**src/rtl/psfb_gate_seq_pkg.sv**
```systemverilog
package psfb_gate_seq_pkg;
  localparam int NUM_LEGS = 2;
  localparam int LEG_A = 0;
  localparam int LEG_B = 1;

  // strobes from the control to the leg datapaths
  typedef struct packed {
    logic                hold;   // keep legs in the initial state
    logic                outEn;  // allow gates to be driven
    logic [NUM_LEGS-1:0] flip;   // per-leg switch request
  } legCmd_t;
endpackage

```
**src/rtl/psfb_gate_seq_ctrl.sv**
```systemverilog
module psfb_gate_seq_ctrl
  import psfb_gate_seq_pkg::*;
(
  input  logic    clk,
  input  logic    rstN,
  input  logic    oscTick,
  input  logic    termStrobe,
  input  logic    limitTrip,
  input  logic    inhibit,
  output legCmd_t cmd,
  output logic    phaseFlag
);
  logic idleQ, phaseQ, termDoneQ;
  logic active, termEv;

  assign active = !inhibit && !idleQ;
  assign termEv = (termStrobe || limitTrip) && !termDoneQ;

  always_comb begin
    cmd.hold  = inhibit || idleQ;
    cmd.outEn = !idleQ;
    // phase 0: terminate moves leg B, tick moves leg A; phase 1 swapped
    cmd.flip[LEG_A] = active && (oscTick ? (!phaseQ || !termDoneQ) : (phaseQ && termEv));
    cmd.flip[LEG_B] = active && (oscTick ? (phaseQ || !termDoneQ) : (!phaseQ && termEv));
  end

  always_ff @(posedge clk or negedge rstN) begin
    if (!rstN) begin
      idleQ     <= 1'b1;
      phaseQ    <= 1'b0;
      termDoneQ <= 1'b0;
    end else if (!active) begin
      idleQ     <= inhibit;
      phaseQ    <= 1'b0;
      termDoneQ <= 1'b0;
    end else if (oscTick) begin
      phaseQ    <= ~phaseQ;
      termDoneQ <= 1'b0;
    end else if (termEv) begin
      termDoneQ <= 1'b1;
    end
  end

  assign phaseFlag = phaseQ;

  // phase only moves after a tick or a forced clear
  p_phase_tick_r11: assert property (@(posedge clk) disable iff (!rstN)
    (phaseQ != $past(phaseQ)) |-> ($past(oscTick) || $past(inhibit) || $past(idleQ)));

  // both legs switch together only on a tick with no terminate seen
  p_dual_flip_r7: assert property (@(posedge clk) disable iff (!rstN)
    (cmd.flip[LEG_A] && cmd.flip[LEG_B]) |-> (oscTick && !termDoneQ));

  // after the first terminate, only a tick can produce a request
  p_single_term_r6: assert property (@(posedge clk) disable iff (!rstN)
    (termDoneQ && !oscTick) |-> (cmd.flip == '0));
endmodule

```
**src/rtl/psfb_gate_seq_leg.sv**
```systemverilog
module psfb_gate_seq_leg #(
  parameter int DW        = 16,
  parameter bit INIT_HIGH = 1'b0
) (
  input  logic          clk,
  input  logic          rstN,
  input  logic          hold,
  input  logic          outEn,
  input  logic          flip,
  input  logic [DW-1:0] deadVal,
  output logic          gateHi,
  output logic          gateLo
);
  localparam logic [DW-1:0] MIN_DEAD = DW'(1);

  logic          sideQ;   // 1: gate 1 is the target, 0: gate 2
  logic [DW-1:0] cntQ;    // remaining dead clocks
  logic [DW-1:0] deadLoad;
  logic          settled;

  assign deadLoad = (deadVal == '0) ? MIN_DEAD : deadVal;
  assign settled  = (cntQ == '0);

  always_ff @(posedge clk or negedge rstN) begin
    if (!rstN) begin
      sideQ <= INIT_HIGH;
      cntQ  <= '0;
    end else if (hold) begin
      sideQ <= INIT_HIGH;
      cntQ  <= '0;
    end else if (flip) begin
      sideQ <= ~sideQ;
      cntQ  <= deadLoad;
    end else if (!settled) begin
      cntQ  <= cntQ - MIN_DEAD;
    end
  end

  assign gateHi = outEn && settled && sideQ;
  assign gateLo = outEn && settled && !sideQ;

  // a gate may only rise after its partner was low a full cycle
  p_gap_hi_r9: assert property (@(posedge clk) disable iff (!rstN)
    $rose(gateHi) |-> !$past(gateLo));
  p_gap_lo_r9: assert property (@(posedge clk) disable iff (!rstN)
    $rose(gateLo) |-> !$past(gateHi));

  // a switch request always yields at least one dead cycle
  p_min_dead_r8: assert property (@(posedge clk) disable iff (!rstN)
    (flip && !hold) |=> (!gateHi && !gateLo));
endmodule

```
**src/rtl/psfb_gate_seq.sv**
```systemverilog
module psfb_gate_seq
  import psfb_gate_seq_pkg::*;
#(
  parameter int DW = 16
) (
  input  logic          clk,
  input  logic          rstN,
  input  logic          oscTick,
  input  logic          termStrobe,
  input  logic          limitTrip,
  input  logic          inhibit,
  input  logic [DW-1:0] deadA,
  input  logic [DW-1:0] deadB,
  output logic          gateA1,
  output logic          gateA2,
  output logic          gateB1,
  output logic          gateB2,
  output logic          phaseFlag
);
  legCmd_t       cmd;
  logic [DW-1:0] deadArr [NUM_LEGS];
  logic          hiArr   [NUM_LEGS];
  logic          loArr   [NUM_LEGS];

  assign deadArr[LEG_A] = deadA;
  assign deadArr[LEG_B] = deadB;

  psfb_gate_seq_ctrl ctrl_i (
    .clk       (clk),
    .rstN      (rstN),
    .oscTick   (oscTick),
    .termStrobe(termStrobe),
    .limitTrip (limitTrip),
    .inhibit   (inhibit),
    .cmd       (cmd),
    .phaseFlag (phaseFlag)
  );

  // leg A starts on gate 2, leg B on gate 1
  for (genvar g = 0; g < NUM_LEGS; g++) begin : g_leg
    psfb_gate_seq_leg #(
      .DW       (DW),
      .INIT_HIGH(g == LEG_B)
    ) leg_i (
      .clk    (clk),
      .rstN   (rstN),
      .hold   (cmd.hold),
      .outEn  (cmd.outEn),
      .flip   (cmd.flip[g]),
      .deadVal(deadArr[g]),
      .gateHi (hiArr[g]),
      .gateLo (loArr[g])
    );
  end

  assign gateA1 = hiArr[LEG_A];
  assign gateA2 = loArr[LEG_A];
  assign gateB1 = hiArr[LEG_B];
  assign gateB2 = loArr[LEG_B];

  // one sampled inhibit clears every gate by the next edge
  p_inhibit_off_r10: assert property (@(posedge clk) disable iff (!rstN)
    $past(inhibit) |-> !(gateA1 || gateA2 || gateB1 || gateB2));

  // no shoot-through on either leg
  p_no_shoot_r9: assert property (@(posedge clk) disable iff (!rstN)
    !(gateA1 && gateA2) && !(gateB1 && gateB2));
endmodule

```
**config.mk**
```make
export PLATFORM = sky130hd
export DESIGN_NAME = psfb_gate_seq
export DESIGN_NICKNAME = d
export VERILOG_FILES = /design/src/rtl/psfb_gate_seq_pkg.sv /design/src/rtl/psfb_gate_seq_ctrl.sv /design/src/rtl/psfb_gate_seq_leg.sv /design/src/rtl/psfb_gate_seq.sv
export SDC_FILE = /design/constraint.sdc
export NUM_CORES = 1
export LEC_CHECK = 0
export ABC_CLOCK_PERIOD_IN_PS = 2500
export BUFFER_PORTS_ARGS = -buffer_cell sky130_fd_sc_hd__buf_2
export CORE_MARGIN = 1.5
export CORE_UTILIZATION = 45
export CTS_CLUSTER_SIZE = 25
export DETAILED_ROUTE_END_ITERATION = 6
export HOLD_SLACK_MARGIN = 0.06
export PLACE_DENSITY_LB_ADDON = 0.12
export SYNTH_ARGS = -nofsm -noshare
export SYNTH_HDL_FRONTEND = slang
export SYNTH_SLANG_ARGS = --single-unit
export TNS_END_PERCENT = 100
```
**constraint.sdc**
```tcl
create_clock -name clk -period 2.5 [get_ports clk]
set_input_delay 0.125 -clock clk [delete_from_list [all_inputs] [get_ports clk]]
set_output_delay 0.125 -clock clk [all_outputs]
set_load 0.005 [all_outputs]
```
==> impl_metrics.ini, run 1 <==
[synthesis]
syn_avg_cell_area_um2 = 8.93
synth_top_area_share = 0.377
syn-instance-count = 260
synth_ff_type = dfrtp_1
ys_async_sr_fraction = 1.00
synth_area_leaders = dfrtp_1 38%, nor2_1 5.3%, xnor2_1 5.3%, a22oi_1 4.5%, nor4_1 4.0%
synth-edff-count = 0
synth_top_cells_by_count = 35 x dfrtp_1, 33 x nor2_1, 18 x nand2_1
ys_seq_elements = 37
synth.net_count = 300
ys_types = 51
synth_most_common_cell = dfrtp_1
synth_top_cell_by_area = dfrtp_1
yosysSeqAreaShare = 0.400
yosysWarnings = 0
synth_area_mm2 = 0.00232

[sta]
fin_setup_tns_ns = 0
drv_slew = 0
clock_skew_ns = 0.0115
slew_headroom = 0.421
setup_violations = 0
max_freq_mhz = 440
finalWorstSetupSlack_ns = 0.229
finalCriticalPeriod_ns = 2.27
tightest_slew_ns = 0.868
rsz0062_at_grt = false
finalHoldViolations = 0
post-route-period-util = 0.908

[hold_path]
min-delay-start = deadA[1]
worstHoldPathType = input pin to flop

[final_layout]
drive_above_1_share = 0.226
fill_cells = 437
antenna_cells = 0
nets = 349
area_delta_synth_final_pct = 18.3
fin_area_mm2 = 0.00275

[drt]
drt_iter0_markers = 134
drtPass1Iterations = 4
drt-total-wl_um = 6090
vias = 2209
viasPerCell = 5.86
drc_errors = 0
wl_per_cell_um = 16.2
ant_nets = 0

[cts]
postCtsHoldBufs = 2
cts_max_level = 2
clock_latency_ns = 0.29
cts.sinks = 37
postCtsSetupBuffers = 0
cts_max_path_buffers = 2
cts.repair.resized = 0
cts_tree = built
cts_buffers = 5
clk_pin_slew_worst_paths_ns = 0.08
root_buffer = clkbuf_8

[global_routing]
grt_pass1_vias = 2002
antenna_found_initial = 0
grt_pass1_wl_um = 10000
globalRouteOverflowTotal = 0
gr-usage-all-layers = 0.236
grt_start_max_net_pins = 38

[die]
die_x_um = 74.8
row_count = 25
die_y_um = 74.8
initial_core_util = 0.479
core_mm2 = 0.00485
fp.dieArea_mm2 = 0.00560
ioPinCount = 43

[placement]
dpl_cell_area_mm2 = 0.00263
dpl.hpwl_um = 4490
port_buffers = 42
post-place-ws_ns = 0.398
place_congestion = 0.892

[setup_path]
crit_type = flop to primary output
cp.arrival_ns = 2.15
worstPathMaxFanout = 5
cpPeakStageDelay_ns = 0.64
path_cells = or4_1 -> nor3_1 -> nand3_1 -> nor3b_1 -> buf_2
cp.required_ns = 2.38
cp-start-kind = flop
end_kind = primary output
timing.rr.start = g_leg[0].leg_i.cntQ[0]$_DFFE_PN0P_
crit_path_start = g_leg[0].leg_i.cntQ[12]$_DFFE_PN0P_
cp_slowest_cell = or4_1

[pwr]
power_density_mw_per_mm2 = 613
vdd_drop_max_uv = 314
p_leak_uw = 0.00126

[outcome]
status = finished, final reports clean

[job]
drv_cap = 0
power breakdown:
group / switching [uW] / internal (uW)
clock: 229 / 224
sequential: 55.3 / 642
combinational: 299 / 236
layout make-up:
class	count	area [um^2]	area share
clock inverter	2	13.8	0.00501
sequential	37	928	0.338
inverter	6	22.5	0.00820
timing repair buffer	52	290	0.106
clock buffer	6	82.6	0.0301
tap	67	83.8	0.0305
multi-input combinational	207	1330	0.482
metrics by stage:
step / std cells / total power [uW] / util / hold WS [ns]
final: 377 / 1680 / 0.566 / 0.0766
after global routing: 377 / 1780 / 0.566 / 0.0747
after CTS: 377 / 1690 / 0.566 / 0.0720
after detailed placement: 367 / 1230 / 0.542 / 0.249
after global placement: 367 / 1230 / 0.542 / 0.248
after floorplan: 260 / 1070 / - / -0.171
kinds of logic (layout without fill, tap and decap cells):
kind of cell	Yosys count	in the layout	share of synthesized area
AO/OA/AOI/OAI	52	52	0.158
flip-flops	37	37	0.400
buffers and inverters	16	66	0.0296
adder cells (fa/ha/maj)	2	2	0.0108
AND/OR/NAND/NOR	130	130	0.315
multiplexers	1	1	0.00431
XOR/XNOR	22	22	0.0830
final timing paths:
path                                                       to  slack, ns  cells past startpoint
min in group asynchronous  g_leg[0].leg_i.cntQ[7]$_DFFE_PN0P_       0.48                      2
setup reg to reg           g_leg[0].leg_i.cntQ[8]$_DFFE_PN0P_       0.40                      7
hold reg to reg              g_leg[0].leg_i.sideQ$_DFFE_PN0P_       0.57                      2
max in group asynchronous  g_leg[0].leg_i.cntQ[8]$_DFFE_PN0P_       1.46                      2
hold / removal             g_leg[0].leg_i.cntQ[1]$_DFFE_PN0P_       0.08                      3
setup / recovery                                       gateA1       0.23                      5
flip-flops by register name, summed over array words and instances (netlist names):
register           count
g_leg.leg_i.cntQ      32
g_leg.leg_i.sideQ      2
ctrl_i.idleQ           1
ctrl_i.phaseFlag       1
ctrl_i.termDoneQ       1
worst max-delay path: cells and delay by family (launching register included):
kind	cells	cell delay (ns)
AND/OR/NAND/NOR	4	1.28
flip-flops	1	0.44
buffers and inverters	1	0.14
metal layers:
layer	vias to the layer above	GRT usage	wire length, um
met1	1086	0.383	3300
li1	1070	-	-
met2	46	0.327	2550
met3	7	0.0308	190
met5	-	0	0
met4	0	0.0586	54
placed cells by master (no fill, tap or decap), types with 2 or more instances in the layout:
cell type and instances:
or4b_1 3, inv_1 6, nand2b_1 5, buf_4 8, xnor2_1 14, xor2_1 8
or3_1 6, buf_2 42, nor3b_1 2, dlygate4sd3_1 2, dfrtp_1 35, o31a_1 2
nand3_1 5, nor4_1 15, clkbuf_8 6, a21oi_1 7, o31ai_1 2, a22oi_1 14
a211oi_1 7, a311oi_1 2, dfstp_2 2, nor3_1 15, ha_1 2, nand2_1 18
nor2_1 33, or4_1 4, and3_1 4, nand4_1 7, o21ai_0 9
Power figures use the tool's default switching activity.
==> run 2: changes to the inputs <==
--- a/config.mk
+++ b/config.mk
@@ -5,7 +5,7 @@
 export SDC_FILE = /design/constraint.sdc
 export NUM_CORES = 1
 export LEC_CHECK = 0
-export ABC_CLOCK_PERIOD_IN_PS = 2500
+export ABC_CLOCK_PERIOD_IN_PS = 2400
 export BUFFER_PORTS_ARGS = -buffer_cell sky130_fd_sc_hd__buf_2
 export CORE_MARGIN = 1.5
 export CORE_UTILIZATION = 45
==> constraint.sdc (replaced) <==
create_clock -name clk -period 2.4 [get_ports clk]
set_input_delay 0.24 -clock clk [delete_from_list [all_inputs] [get_ports clk]]
set_output_delay 0.24 -clock clk [all_outputs]
set_load 0.005 [all_outputs]
==> run 2 against run 1 <==
  * Clock-buffer cell count increased by 2
  * Cell count did not move
  * Global-route usage is essentially flat
  * Via count down 0.45%
  * Setup slack worse by 0.11 ns
  * Critical path type unchanged
  * Largest cell class unchanged
  * Highest routed layer unchanged
  * Core utilization fell by 0.31 points
  * Design area down 0.55%
==> impl_metrics.ini, run 2 (synthesized netlist as in run 1, its figures left out) <==
[setup_path]
ff2ff_setup_slack_ns = 0.29
cp-start-kind = flop
crit_type = flop to primary output
cp.required_ns = 2.16
cp.arrival_ns = 2.04
r2r-end = g_leg[0].leg_i.cntQ[8]$_DFFE_PN0P_
timing.rr.start = g_leg[0].leg_i.cntQ[0]$_DFFE_PN0P_
r2r_cells = 7
worstPathMaxFanout = 5
end_kind = primary output

[cts]
cts_buffers = 5
cts.sinks = 37
cts_max_level = 2
cts_max_path_buffers = 2
cts_tree = built
clk_pin_slew_worst_paths_ns = 0.07
clock_latency_ns = 0.29
root_buffer = clkbuf_8

[final_layout]
nets = 349
seqCellArea_um2 = 928
reg_top3 = g_leg.leg_i.cntQ (32), g_leg.leg_i.sideQ (2)
largest-register = g_leg.leg_i.cntQ
final_util = 0.563
largest_reg_flops = 32
area_delta_synth_final_pct = 17.6
final_common_cell = buf_2
antenna_cells = 0
final_cell_mix = 42 x buf_2, 35 x dfrtp_1, 33 x nor2_1, 18 x nand2_1
fill_cells = 472
drive_above_1_share = 0.223
multiInputGateArea_mm2 = 0.00133
final_cells = 377

[sta]
post-route-period-util = 0.951
tightest_slew_ns = 0.842
fin_setup_tns_ns = 0
clock_skew_ns = 0.00316
rsz0062_at_grt = false
finalCriticalPeriod_ns = 2.28
finalHoldViolations = 0
max_freq_mhz = 438
setup_violations = 0
slew_headroom = 0.438
drv_slew = 0

[drt]
wl_per_cell_um = 16.0
ant_nets = 0
drtPass1Iterations = 5
drt-total-wl_um = 6040
vias = 2199
viasPerCell = 5.83
drc_errors = 0
drt_iter0_markers = 175

[global_routing]
antenna_found_initial = 0
grt_pass1_vias = 2000
globalRouteOverflowTotal = 0
gr-usage-all-layers = 0.236
grt_start_max_net_pins = 38
grt_pass1_wl_um = 9920

[die]
fp.dieArea_mm2 = 0.00560
die_x_um = 74.8
row_count = 25
die_y_um = 74.8
ioPinCount = 43
core_mm2 = 0.00485
initial_core_util = 0.479

[hold_path]
worstHoldPathType = input pin to asynchronous set/reset pin

[pwr]
p_leak_uw = 0.00125
power_density_mw_per_mm2 = 631
power_uw = 1720
vdd_drop_max_uv = 299

[outcome]
status = finished, final reports clean

[job]
drv_cap = 0

[placement]
port_buffers = 42
dpl.hpwl_um = 4480
dp_cells = 367
place_congestion = 0.917
[run 2: cell types whose count changed in the layout (fill, tap and decap cells not counted)]
| cell | change |
|---|---|
| clkinv_4 | -1 |
| or4_4 | +1 |
| clkbuf_8 | -1 |
| or4_1 | -1 |
| dlygate4sd3_1 | -1 |
| buf_4 | +1 |
| clkbuf_1 | +3 |
| clkinv_2 | -1 |
[run 2: per-layer routing]
metal	up-vias	wire length, um	track usage
li1	1073	-	-
met1	1038	3020	0.377
met2	79	2570	0.323
met3	9	367	0.0442
met4	0	78	0.0667
met5	-	0	0
[run 2: critical path, cell delays in order, from the launching register on]
cell     delay (ns)
dfrtp_1        0.41
or4_4          0.59
nor3_1         0.19
nand3_1        0.18
nor3b_1        0.24
buf_2          0.14
[run 2: repair_timing]
item                                   in CTS  in global routing
endpoints found under the hold margin       1                  0
setup endpoints to repair                   0                  4
resized for setup                           0                  1
setup buffers                               0                  1
hold buffers                                1                  0
[run 2: how the worst max path moves through the flow]
stage,start,end,slack [ns]
final,g_leg[0].leg_i.cntQ[13]$_DFFE_PN0P_,gateA1,0.12
after global routing,g_leg[0].leg_i.cntQ[13]$_DFFE_PN0P_,gateA1,0.02
after CTS,g_leg[0].leg_i.cntQ[13]$_DFFE_PN0P_,gateA1,0.05
after detailed placement,g_leg[0].leg_i.cntQ[0]$_DFFE_PN0P_,g_leg[0].leg_i.cntQ[8]$_DFFE_PN0P_,0.31
after global placement,g_leg[0].leg_i.cntQ[0]$_DFFE_PN0P_,g_leg[0].leg_i.cntQ[8]$_DFFE_PN0P_,0.36
after floorplan,g_leg[0].leg_i.cntQ[5]$_DFFE_PN0P_,g_leg[0].leg_i.cntQ[9]$_DFFE_PN0P_,0.54
[run 2: layout make-up]
| cell class | instances | area share |
|---|---|---|
| Clock buffer | 8 | 0.0293 |
| Inverter | 6 | 0.00825 |
| Multi-Input combinational cell | 207 | 0.486 |
| Sequential cell | 37 | 0.340 |
| Tap cell | 67 | 0.0307 |
| Timing Repair Buffer | 52 | 0.105 |
[run 2: per-stage QoR]
stage / setup WS (ns) / area [um^2] / hold slack [ns]
2_1_floorplan: 0.536 / 2320 / -0.0556
3_3_place_gp: 0.358 / 2630 / 0.362
3_5_place_dp: 0.313 / 2630 / 0.365
4_1_cts: 0.0505 / 2720 / 0.0880
5_1_grt: 0.0151 / 2730 / 0.124
6_report: 0.117 / 2730 / 0.0444
[run 2: report_power, final]
| part | switching (uW) | internal, uW |
|---|---|---|
| clock network | 228 | 207 |
| registers | 56.2 | 669 |
| logic | 313 | 252 |
